[config.mk]
export PLATFORM = sky130hd
export DESIGN_NAME = serial_cfg_port
export DESIGN_NICKNAME = d
export VERILOG_FILES = /design/src/rtl/scfg_pkg.sv /design/src/rtl/scfg_sync.sv /design/src/rtl/scfg_shift.sv /design/src/rtl/scfg_bank.sv /design/src/rtl/serial_cfg_port.sv
export SDC_FILE = /design/constraint.sdc
export NUM_CORES = 1
export LEC_CHECK = 0
export BUFFER_PORTS_ARGS = -buffer_cell sky130_fd_sc_hd__buf_2
export CAP_MARGIN = 10
export CORE_ASPECT_RATIO = 0.8
export CORE_MARGIN = 10
export CORE_UTILIZATION = 35
export CTS_CLUSTER_SIZE = 8
export DETAILED_ROUTE_END_ITERATION = 8
export PLACE_DENSITY = 0.62
export SLEW_MARGIN = 20
export SYNTH_ARGS = -nofsm -noshare
export SYNTH_HDL_FRONTEND = slang
export SYNTH_SLANG_ARGS = --single-unit
[constraint.sdc]
create_clock -name clk -period 4.95 [get_ports clk]
set_clock_uncertainty 0.15 [all_clocks]
set_input_delay 0.495 -clock clk [delete_from_list [all_inputs] [get_ports clk]]
set_output_delay 0.495 -clock clk [all_outputs]
set_load 0.02 [all_outputs]
[src/rtl/scfg_pkg.sv]
package scfg_pkg;

  localparam int WORD_W = 16;
  localparam int ADDR_W = 2;
  localparam int PAY_W  = WORD_W - ADDR_W;
  localparam int FRAC_W = 2 * PAY_W;
  localparam int NREG   = 1 << ADDR_W;
  localparam int INT_W  = 8;

  typedef enum logic [ADDR_W-1:0] {
    A_FRAC_HI = 2'd0,
    A_FRAC_LO = 2'd1,
    A_DIV     = 2'd2,
    A_CFG     = 2'd3
  } reg_addr_e;

  typedef struct packed {
    logic [INT_W-1:0] int_div;
    logic [1:0]       ref_sel;
    logic [1:0]       cp_cur;
    logic [1:0]       cp_comp;
  } div_fields_t;

  typedef struct packed {
    logic mod_en;
    logic buf_en;
    logic int_mode;
    logic pwr_dn;
    logic cp_double;
  } cfg_fields_t;

  function automatic logic [ADDR_W-1:0] addr_of(input logic [WORD_W-1:0] w);
    return w[ADDR_W-1:0];
  endfunction

  function automatic logic [PAY_W-1:0] payload_of(input logic [WORD_W-1:0] w);
    return w[WORD_W-1:ADDR_W];
  endfunction

  function automatic div_fields_t div_from(input logic [PAY_W-1:0] p);
    div_fields_t d;
    d.int_div = p[13:6];
    d.ref_sel = p[5:4];
    d.cp_cur  = p[3:2];
    d.cp_comp = p[1:0];
    return d;
  endfunction

  function automatic cfg_fields_t cfg_from(input logic [PAY_W-1:0] p);
    cfg_fields_t c;
    c.mod_en    = p[11];
    c.buf_en    = p[10];
    c.int_mode  = p[3];
    c.pwr_dn    = p[2];
    c.cp_double = p[0];
    return c;
  endfunction

endpackage

[src/rtl/scfg_sync.sv]
module scfg_sync #(
  parameter int             W      = 3,
  parameter int             STAGES = 2,
  parameter logic [W-1:0]   INIT   = '0
) (
  input  logic         clk,
  input  logic         rst_n,
  input  logic [W-1:0] d,
  output logic [W-1:0] q,
  output logic [W-1:0] rise,
  output logic [W-1:0] fall
);

  logic [W-1:0] chain [STAGES];
  logic [W-1:0] prev;

  always_ff @(posedge clk or negedge rst_n) begin
    if (!rst_n) begin
      for (int s = 0; s < STAGES; s++) chain[s] <= INIT;
      prev <= INIT;
    end else begin
      chain[0] <= d;
      for (int s = 1; s < STAGES; s++) chain[s] <= chain[s-1];
      prev <= chain[STAGES-1];
    end
  end

  assign q    = chain[STAGES-1];
  assign rise = q & ~prev;
  assign fall = ~q & prev;

endmodule

[src/rtl/scfg_shift.sv]
module scfg_shift #(
  parameter int WORD_W = 16,
  parameter int CNT_W  = $clog2(WORD_W + 2)
) (
  input  logic              clk,
  input  logic              rst_n,
  input  logic              active,
  input  logic              en_lvl,
  input  logic              sclk_rise,
  input  logic              sdata,
  output logic [WORD_W-1:0] word,
  output logic [CNT_W-1:0]  bit_cnt,
  output logic              full
);

  localparam logic [CNT_W-1:0] CNT_FULL = CNT_W'(WORD_W);
  localparam logic [CNT_W-1:0] CNT_SAT  = CNT_W'(WORD_W + 1);

  always_ff @(posedge clk or negedge rst_n) begin
    if (!rst_n) begin
      word    <= '0;
      bit_cnt <= '0;
    end else if (!active || en_lvl) begin
      word    <= '0;
      bit_cnt <= '0;
    end else if (sclk_rise) begin
      word <= {word[WORD_W-2:0], sdata};
      if (bit_cnt != CNT_SAT) bit_cnt <= bit_cnt + 1'b1;
    end
  end

  assign full = (bit_cnt == CNT_FULL);

endmodule

[src/rtl/scfg_bank.sv]
module scfg_bank
  import scfg_pkg::*;
#(
  parameter int INT_RST = 35
) (
  input  logic               clk,
  input  logic               rst_n,
  input  logic               commit,
  input  logic [WORD_W-1:0]  word,
  output logic [FRAC_W-1:0]  frac,
  output div_fields_t        div,
  output cfg_fields_t        cfg,
  output logic [NREG-1:0]    wen
);

  localparam div_fields_t DIV_RST = '{int_div: INT_W'(INT_RST), ref_sel: 2'd0,
                                      cp_cur: 2'd0, cp_comp: 2'd0};
  localparam cfg_fields_t CFG_RST = '{mod_en: 1'b1, buf_en: 1'b1, int_mode: 1'b0,
                                      pwr_dn: 1'b0, cp_double: 1'b0};

  logic [ADDR_W-1:0] addr;
  logic [PAY_W-1:0]  pay;
  logic [PAY_W-1:0]  frac_hi, frac_lo;

  assign addr = addr_of(word);
  assign pay  = payload_of(word);

  for (genvar a = 0; a < NREG; a++) begin : g_wen
    assign wen[a] = commit && (addr == ADDR_W'(a));
  end

  always_ff @(posedge clk or negedge rst_n) begin
    if (!rst_n)              frac_hi <= '0;
    else if (wen[A_FRAC_HI]) frac_hi <= pay;
  end

  always_ff @(posedge clk or negedge rst_n) begin
    if (!rst_n)              frac_lo <= '0;
    else if (wen[A_FRAC_LO]) frac_lo <= pay;
  end

  always_ff @(posedge clk or negedge rst_n) begin
    if (!rst_n)          div <= DIV_RST;
    else if (wen[A_DIV]) div <= div_from(pay);
  end

  always_ff @(posedge clk or negedge rst_n) begin
    if (!rst_n)          cfg <= CFG_RST;
    else if (wen[A_CFG]) cfg <= cfg_from(pay);
  end

  assign frac = {frac_hi, frac_lo};

endmodule

[src/rtl/serial_cfg_port.sv]
module serial_cfg_port
  import scfg_pkg::*;
#(
  parameter int SYNC_STAGES = 2,
  parameter int INT_RST     = 35
) (
  input  logic              clk,
  input  logic              rst_n,
  input  logic              hw_shdn_n,
  input  logic              ser_clk,
  input  logic              ser_data,
  input  logic              ser_en_n,
  output logic [FRAC_W-1:0] frac_word,
  output logic [INT_W-1:0]  int_div,
  output logic [1:0]        ref_sel,
  output logic [1:0]        cp_cur,
  output logic [1:0]        cp_comp,
  output logic              mod_en,
  output logic              buf_en,
  output logic              int_mode,
  output logic              pwr_dn,
  output logic              cp_double
);

  localparam int CNT_W = $clog2(WORD_W + 2);
  localparam int P_CLK = 0;
  localparam int P_DAT = 1;
  localparam int P_EN  = 2;

  logic [2:0]        pin_q, pin_rise, pin_fall;
  logic              sclk_rise, en_lvl, en_rise;
  logic [WORD_W-1:0] sh_word;
  logic [CNT_W-1:0]  bit_cnt;
  logic              sh_full;
  logic              commit;
  logic [NREG-1:0]   wen;
  div_fields_t       div;
  cfg_fields_t       cfg;

  scfg_sync #(.W(3), .STAGES(SYNC_STAGES), .INIT(3'b100)) u_sync (
    .clk  (clk),
    .rst_n(rst_n),
    .d    ({ser_en_n, ser_data, ser_clk}),
    .q    (pin_q),
    .rise (pin_rise),
    .fall (pin_fall)
  );

  assign sclk_rise = pin_rise[P_CLK];
  assign en_lvl    = pin_q[P_EN];
  assign en_rise   = pin_rise[P_EN];

  scfg_shift #(.WORD_W(WORD_W), .CNT_W(CNT_W)) u_shift (
    .clk      (clk),
    .rst_n    (rst_n),
    .active   (hw_shdn_n),
    .en_lvl   (en_lvl),
    .sclk_rise(sclk_rise),
    .sdata    (pin_q[P_DAT]),
    .word     (sh_word),
    .bit_cnt  (bit_cnt),
    .full     (sh_full)
  );

  assign commit = en_rise && sh_full && hw_shdn_n;

  scfg_bank #(.INT_RST(INT_RST)) u_bank (
    .clk   (clk),
    .rst_n (rst_n),
    .commit(commit),
    .word  (sh_word),
    .frac  (frac_word),
    .div   (div),
    .cfg   (cfg),
    .wen   (wen)
  );

  assign int_div   = div.int_div;
  assign ref_sel   = div.ref_sel;
  assign cp_cur    = div.cp_cur;
  assign cp_comp   = div.cp_comp;
  assign mod_en    = cfg.mod_en;
  assign buf_en    = cfg.buf_en;
  assign int_mode  = cfg.int_mode;
  assign pwr_dn    = cfg.pwr_dn;
  assign cp_double = cfg.cp_double;

endmodule

==> results by group <==
Run status
  – Outcome: complete, no violations

Timing
  – Setup-failing EPs final: 0
  – Worst slew margin: 29.7%
  – Worst-Margin Slew: 1.05 ns
  – Total negative slack: 0 ns
  – Period utilisation layout: 52.6%
  – Slew Limit Fails: 0
  – Final Hold Fails: 0
  – Max Clock Freq: 384 MHz
  – Fin crit period: 2.60 ns
  – RSZ-0062 raised after global routing: false

Finish
  – Antenna cells: 0
  – Footprint of the multi-input gates: 0.00102 mm²
  – Fill cells: 815
  – Sequential Area: 0.00191 mm²
  – Synth-to-layout area growth: 20.0%
  – Final-stage net count: 279
  – Share of cells above drive strength 1: 46.9%

Routing
  – ANT nets after route: 0
  – DRT Pass-1 Iters: 4
  – Wire length per cell: 16.3 µm
  – Detailed-route via count: 1,816
  – Iter 0 DRT Violations: 125
  – Drt total wl: 6.29 mm
  – Vias/cell: 4.69
  – DRC errors left: 0

Setup path
  – Crit path cell chain: inv_1 > ha_1 > nand4b_1 > nor4b_4 > mux2_2
  – Crit. End Element: flip-flop
  – CP top delay family: simple AND/OR/NAND/NOR gates
  – R2r worst-path depth: 5
  – CP peak stage delay: 0.97 ns
  – WP depth: 5
  – WS Path Type: flip-flop to flip-flop
  – Critical path arrival: 2.67 ns
  – Worst Path Max Fanout: 14
  – WP buf/inv: 1
  – Crit path max-delay cell type: nor4b_4
  – CP required: 5.02 ns
  – Crit start category: flip-flop

Power and ir drop
  – Sw Pwr: 0.250 mW
  – VDD IR max: 223 µV
  – Logic pwr share: 2.3%
  – Int Pwr: 0.965 mW
  – Clock power share: 45.9%
  – Net Sw Frac: 20.6%
  – Leak: 1.79 nW
  – Power Density: 338 mW/mm²
  – Total power: 1.21 mW
  – Sequential Power Share: 51.8%

Floorplan
  – Number of top-level pins: 53
  – Die Ht: 103 µm
  – Core area: 0.00841 mm²
  – Die Span X: 123 µm
  – Initial Utilization: 35.6%
  – # rows: 30
  – Full die area: 0.0127 mm²

Logic synthesis
  – Post-Synthesis Cell Area: 0.00300 mm²
  – Post-synthesis sequential area ratio: 63.8%
  – Yosys reg bits: 76
  – Yosys cell types: 28
  – Synthesized Nets: 225
  – Syn. warnings: 0
  – Post-Syn Instances: 216
  – Syn avg cell area: 13.9 µm²

CTS
  – H-tree depth: 3
  – Clk buf depth: 2
  – CTS tree: done
  – CTS Buf Count: 9
  – Setup bufs post-CTS: 0
  – CTS clk-pin slew, worst paths: 0.08 ns
  – CTS Hold Bufs: 0
  – Worst skew pair latency: 0.34 ns
  – CTS-repair resized insts: 0
  – CTS sink count: 76
  – CTS root buf: clkbuf_8

GRT
  – First-pass GRT wire length: 10.4 mm
  – Initial antenna violation count: 0
  – Largest net degree at the start of global routing: 77
  – Global route overflow: 0
  – Gr usage total: 10.7%
  – Vias in the first global route: 1,933

Min path
  – Hold Crit Class: input port to flip-flop
  – Hold path depth: 1

Place
  – I/O Buffers: 52
  – DP Wirelength: 4.23 mm
  – Gpl congestion: 0.715

Flow run
  – Max Cap Viol: 0
-- registers in the layout, indices dropped and copies added, names as in the netlist --
name and cells:
u_bank.cfg 5, u_sync.chain 3, u_bank.frac_lo 14, u_shift.bit_cnt 5, u_bank.div 14, u_shift.word 16, u_bank.frac_hi 14, u_sync.q 3
u_sync.prev 2
-- power by group through the flow --
| stage | combinational [mW] | sequential [mW] | clock, mW |
|---|---|---|---|
| 6_report | 0.0279 | 0.629 | 0.557 |
| 3_3_place_gp | 0.0293 | 0.641 | 0 |
| 3_5_place_dp | 0.0295 | 0.641 | 0 |
| 5_1_grt | 0.0325 | 0.630 | 0.607 |
| 4_1_cts | 0.0294 | 0.629 | 0.578 |
| 2_1_floorplan | 0.0102 | 0.641 | 0 |
-- worst paths after layout --
| check | from | to | slack [ns] |
|---|---|---|---|
| setup / recovery | u_shift.bit_cnt[1] | u_bank.div[2] | 2.35 |
| hold / removal | ser_en_n | u_sync.chain[5] | 0.09 |
| setup reg to reg | u_shift.bit_cnt[1] | u_bank.div[2] | 2.35 |
| hold reg to reg | u_sync.chain[5] | u_sync.q[2] | 0.21 |
| max in group asynchronous | rst_n | u_bank.div[1] | 3.90 |
| min in group asynchronous | rst_n | u_sync.chain[3] | 0.13 |
-- cells by family after synthesis --
logic type / count (synthesis) / synth area share, %
simple gates: 52 / 9.27
flops: 76 / 63.8
buf+inv: 13 / 2.34
mux: 47 / 18.9
compound gates: 25 / 4.43
fa+ha+maj: 3 / 1.25
-- placed cells by master, fill, tap and decap left out, types with 2 or more instances in the layout --
cell type   instances
dfrtp_1            68
buf_2              51
mux2_2             37
nand2_1            35
a21oi_1            20
mux2_4             10
clkbuf_8            9
dfstp_2             8
or3_1               4
inv_1               3
o21ai_0             3
ha_1                3
bufinv_16           3
nand2b_1            2
clkinvlp_4          2
clkinv_2            2
buf_4               2
-- area by class of cell --
type	instances	share of cell area (%)
sequential	76	53.2
timing repair buffer	53	7.52
clock buffer	9	3.44
inverter	3	0.313
clock inverter	7	3.20
multi-input combinational	127	28.5
tap	112	3.90
-- routing by layer --
layer  track usage, %  part of all wire, %
met3             4.60                  8.4
met1             14.6                   48
met5                0                    0
met2             14.2                   42
met4             4.56                  1.2
-- metrics by stage --
step / std cells / util [%] / setup slack (ns) / hold slack [ns] / cell area, µm²
floorplan: 216 / - / 2.78 / 0.0494 / 3000
global placement: 371 / 39.9 / 2.36 / 0.187 / 3360
detailed placement: 371 / 39.9 / 2.32 / 0.190 / 3360
CTS: 387 / 42.8 / 2.30 / 0.0684 / 3600
global route: 387 / 42.8 / 2.17 / 0.0648 / 3600
finish: 387 / 42.8 / 2.35 / 0.0931 / 3600
-- cells in the mapped netlist --
cell	instances	area, µm²
clkbuf_1	6	22.5
inv_1	3	11.3
or3b_4	1	11.3
o21a_1	1	7.51
nand4b_1	1	8.76
a21oi_1	20	100
or3_1	4	25.0
nor2b_1	1	6.26
buf_2	2	10.0
nand3_1	1	5.00
nand2_1	35	131
mux2_2	37	417
ha_1	3	37.5
dfrtp_1	68	1700
nor3b_1	1	7.51
or4_4	1	11.3
o21ai_0	3	15.0
nor4b_4	1	23.8
nor4_2	1	12.5
buf_6	1	11.3
nand2b_1	2	12.5
mux2_4	10	150
nor3_1	1	5.00
buf_8	1	15.0
nand3b_1	1	7.51
nor4bb_1	1	10.0
o21ba_2	1	10.0
dfstp_2	8	210
Power figures use the tool's default switching activity.
